[config.mk]
export PLATFORM = sky130hd
export DESIGN_NAME = seqdet_0010
export DESIGN_NICKNAME = d
export VERILOG_FILES = /design/src/rtl/seqdet_pkg.sv /design/src/rtl/seqdet_step.sv /design/src/rtl/seqdet_regs.sv /design/src/rtl/seqdet_0010.sv
export SDC_FILE = /design/constraint.sdc
export NUM_CORES = 1
export LEC_CHECK = 0
export ABC_AREA = 1
export BUFFER_PORTS_ARGS = -buffer_cell sky130_fd_sc_hd__buf_2
export CAP_MARGIN = 10
export CORE_AREA = 3 3 40 42
export DETAILED_ROUTE_END_ITERATION = 7
export DIE_AREA = 0 0 43 45
export PLACE_DENSITY = 0.55
export SKIP_CTS_REPAIR_TIMING = 1
export SLEW_MARGIN = 20
export SYNTH_ARGS = -nofsm -noshare
export SYNTH_HDL_FRONTEND = slang
export SYNTH_SLANG_ARGS = --single-unit
[constraint.sdc]
create_clock -name clk -period 7 [get_ports clk]
set_input_delay 0.7 -clock clk [delete_from_list [all_inputs] [get_ports clk]]
set_output_delay 0.7 -clock clk [all_outputs]
set_load 0.02 [all_outputs]
[src/rtl/seqdet_pkg.sv]
package seqdet_pkg;

    localparam int PAT_LEN = 4;
    // Bit PAT_LEN-1 is the first bit to arrive.
    localparam logic [PAT_LEN-1:0] PATTERN = 4'b0010;
    localparam int PROG_W = $clog2(PAT_LEN);

    typedef enum logic [PROG_W-1:0] {
        PG_NONE = 2'd0,
        PG_Z    = 2'd1,
        PG_ZZ   = 2'd2,
        PG_ZZO  = 2'd3
    } prog_t;

    typedef struct packed {
        prog_t nxt;
        logic  hit;
    } step_t;

    // Bit i of the sequence as seen so far: pattern head for i < cur, new bit at cur.
    function automatic logic seen_bit(input int cur, input int i, input logic b);
        if (i == cur) return b;
        return PATTERN[PAT_LEN-1-i];
    endfunction

    // One step of the search: longest tail of (head[0..cur-1], b) that is a pattern head.
    function automatic step_t advance(input prog_t cur, input logic b);
        step_t r;
        int    ci;
        int    best;
        logic  ok;
        ci   = int'(cur);
        best = 0;
        for (int k = PAT_LEN; k >= 1; k--) begin
            if (best == 0 && k <= ci + 1) begin
                ok = 1'b1;
                for (int j = 0; j < PAT_LEN; j++) begin
                    if (j < k && seen_bit(ci, ci + 1 - k + j, b) != PATTERN[PAT_LEN-1-j])
                        ok = 1'b0;
                end
                if (ok) best = k;
            end
        end
        if (best == PAT_LEN) begin
            r.hit = 1'b1;
            r.nxt = PG_NONE;
        end else begin
            r.hit = 1'b0;
            r.nxt = prog_t'(best[PROG_W-1:0]);
        end
        return r;
    endfunction

endpackage

[src/rtl/seqdet_step.sv]
module seqdet_step
    import seqdet_pkg::*;
(
    input  prog_t cur,
    input  logic  bit_in,
    output step_t res
);
    always_comb begin
        res = advance(cur, bit_in);
    end
endmodule

[src/rtl/seqdet_regs.sv]
module seqdet_regs
    import seqdet_pkg::*;
(
    input  logic  clk,
    input  logic  rst,
    input  step_t nxt,
    output prog_t prog_q,
    output logic  hit_q
);
    always_ff @(posedge clk) begin
        if (rst) begin
            prog_q <= PG_NONE;
            hit_q  <= 1'b0;
        end else begin
            prog_q <= nxt.nxt;
            hit_q  <= nxt.hit;
        end
    end
endmodule

[src/rtl/seqdet_0010.sv]
module seqdet_0010
    import seqdet_pkg::*;
(
    input  logic clk,
    input  logic rst,
    input  logic din,
    output logic hit
);
    prog_t state_q;
    step_t step_d;

    seqdet_step u_step (
        .cur    (state_q),
        .bit_in (din),
        .res    (step_d)
    );

    seqdet_regs u_regs (
        .clk    (clk),
        .rst    (rst),
        .nxt    (step_d),
        .prog_q (state_q),
        .hit_q  (hit)
    );
endmodule

==> flow_summary.yaml <==
status:
  status: "finished, final reports clean"
critical_path:
  end_kind: "register"
  crit_path_start: "u_regs.prog_q[1]"
  r2r_start: "u_regs.prog_q[1]"
  cp_slowest_stage_delay_ns: 0.42
  crit_type: "reg -> reg"
  cp.arrival_ns: 2.78
  critPathTopFamily: "simple AND/OR/NAND/NOR gates"
  path_cells: "ha_1, inv_1, ha_1, inv_1, nor2_1, inv_1, ha_1, inv_1, nor2_1, nand2_1, nor2_1, nand3_1, nand2_1, nand3_1, nand2_1, nand2_1, nor2_1"
  cp.buffers_inverters: 4
  slowest_stage: "dfxtp_1"
  cp_max_fo: 11
  worstPathRequired_ns: 7.17
  critPathLaunchType: "register"
sta:
  period_needed_ns: 2.61
  fin_skew_ns: 0.00328
  hold_violations: 0
  max_freq_mhz: 383
  finalCritPeriodShare_pct: 37.3
  setup_viol: 0
  worst_slew_margin_rel_pct: 74.3
  setup_tns_ns: 0
  rsz0062_at_grt: "no"
  worst_slew_pin_slew_ns: 0.385
  slew_viol_final: 0
layout:
  drive_above_1_share_pct: 18.3
  finalInstanceArea_um2: 612
  syn_to_final_growth_pct: 10.9
  fin_nets: 110
  fin_util_pct: 47.6
  n_antenna_cell: 0
placed_design:
  dpl.hpwl_um: 842
  globalplace.congestion: 0.746
  dpl_cell_area_um2: 586
  portBuffers: 3
drt:
  viasPerCell: 4.67
  drt_first_pass_iters: 2
  drc: 0
  dr.first_iter.drc_count: 5
  drt-total-wl_um: 1020
  wl_per_cell_um: 9.44
  vias: 504
  postRouteAntennaNets: 0
clock_network:
  worstSkewPairLatency_ns: 0.23
  clock_path_buffers: 2
  cts_sinks: 3
  clkSlewWorstSetupHoldPaths_ns: 0.04
  cts-root-buf: "clkbuf_4"
  cts_tree: "done"
  htreeDepth: 1
  numCtsBuffers: 3
global_route:
  grt_usage_pct: 12.1
  grt_start_max_net_pins: 12
  grt_pass1_wl_um: 1860
  grt_pass1_vias: 482
  grt_overflow: 0
  grt_antenna_before_repair: 0
logic_synthesis:
  yosysUniqueCellTypes: 18
  yosys_warnings: 0
  synth-seq-cells: 3
  synthCells: 86
  synth_seq_area_share_pct: 10.9
  synth_nets: 102
  avgSynthCellArea_um2: 6.42
  netlist_area_um2: 552
min_path:
  holdCritPathClass: "in -> reg"
  hold_path.startpoint: "rst"
die:
  rows: 13
  core_region_area_um2: 1280
  die_x_um: 43
  die-area_um2: 1940
  num_io_pins: 4
  fp.dieH_um: 45
  initial_core_util_pct: 42.9
flow_run:
  maxCapViolations: 0
power_and_ir_drop:
  leakagePower_nw: 0.337
  pwr_density_cell_nw_per_um2: 137
  vdd_drop_max_v: 0.0000664
==> final cells by class <==
type / instances / area [µm²]
clock buffer: 4 / 26.3
fill: 134 / 673
inverter: 19 / 71.3
multi-input combinational: 64 / 420
sequential: 3 / 60.1
tap: 15 / 18.8
timing repair buffer: 3 / 15.0
==> synth_stat cells <==
cell | n | area (µm²)
inv_1 | 16 | 60.1
nand2_1 | 16 | 60.1
ha_1 | 13 | 163
nor2_1 | 11 | 41.3
nand3_1 | 6 | 30.0
nand2_2 | 4 | 25.0
dfxtp_1 | 3 | 60.1
o21ai_0 | 3 | 15.0
inv_2 | 2 | 7.51
nand3_2 | 2 | 20.0
nand4_1 | 2 | 12.5
nor2_2 | 2 | 12.5
a31oi_1 | 1 | 6.26
clkinv_1 | 1 | 3.75
nand3b_1 | 1 | 7.51
o21ai_1 | 1 | 5.00
o21ai_4 | 1 | 16.3
or2_1 | 1 | 6.26
==> flip-flops by register name, summed over array words and instances (netlist names) <==
signal and count:
u_regs.prog_q 2, u_regs.hit_q 1
==> per-stage QoR <==
step | std cells | worst slack [ns] | hold slack [ns] | power (mW)
after floorplan | 86 | 4.72 | 0.718 | 0.0476
after global placement | 104 | 4.43 | 0.777 | 0.0541
after detailed placement | 104 | 4.39 | 0.784 | 0.0541
after CTS | 108 | 4.36 | 0.641 | 0.0857
after global routing | 108 | 4.10 | 0.640 | 0.0935
final | 108 | 4.39 | 0.646 | 0.0837
==> metal layers <==
metal	GRT usage (%)	up-vias	share of wire, %
met3	2.39	0	0.98
met4	1.81	0	0
met1	14.6	222	49
met2	22.8	3	50
met5	0	-	0
li1	-	279	-
==> cell usage in the layout (no fill, tap or decap), types with 2 or more instances in the layout <==
cell / netlist / final
dfxtp_1: 3 / 3
o21ai_0: 3 / 3
inv_2: 2 / 2
nand2_2: 4 / 4
nor2_2: 2 / 2
nand2_1: 16 / 16
nand3_2: 2 / 2
nand4_1: 2 / 2
clkbuf_4: 0 / 3
inv_1: 16 / 16
nor2_1: 11 / 11
ha_1: 13 / 13
buf_2: 0 / 3
nand3_1: 6 / 6
==> power breakdown <==
group	switching (mW)	leakage, nW	total (mW)	internal [mW]
Combinational	0.0205	0.298	0.0341	0.0136
Sequential	0.00135	0.0245	0.0194	0.0180
Clock	0.00887	0.0150	0.0302	0.0214
==> worst paths after layout <==
path,endpoint,slack [ns],cells past startpoint
setup reg to reg,u_regs.prog_q[0],4.39,17
hold / removal,u_regs.hit_q,0.65,2
hold reg to reg,u_regs.hit_q,0.79,6
setup / recovery,u_regs.prog_q[0],4.39,17
==> cells by family after synthesis <==
kind of cell	count (synthesis)	synth area share [%]
simple gates	45	39.0
flops	3	10.9
fa+ha+maj	13	29.5
buf+inv	19	12.9
compound gates	6	7.71
Note: power is estimated with default switching activity, not from simulation.
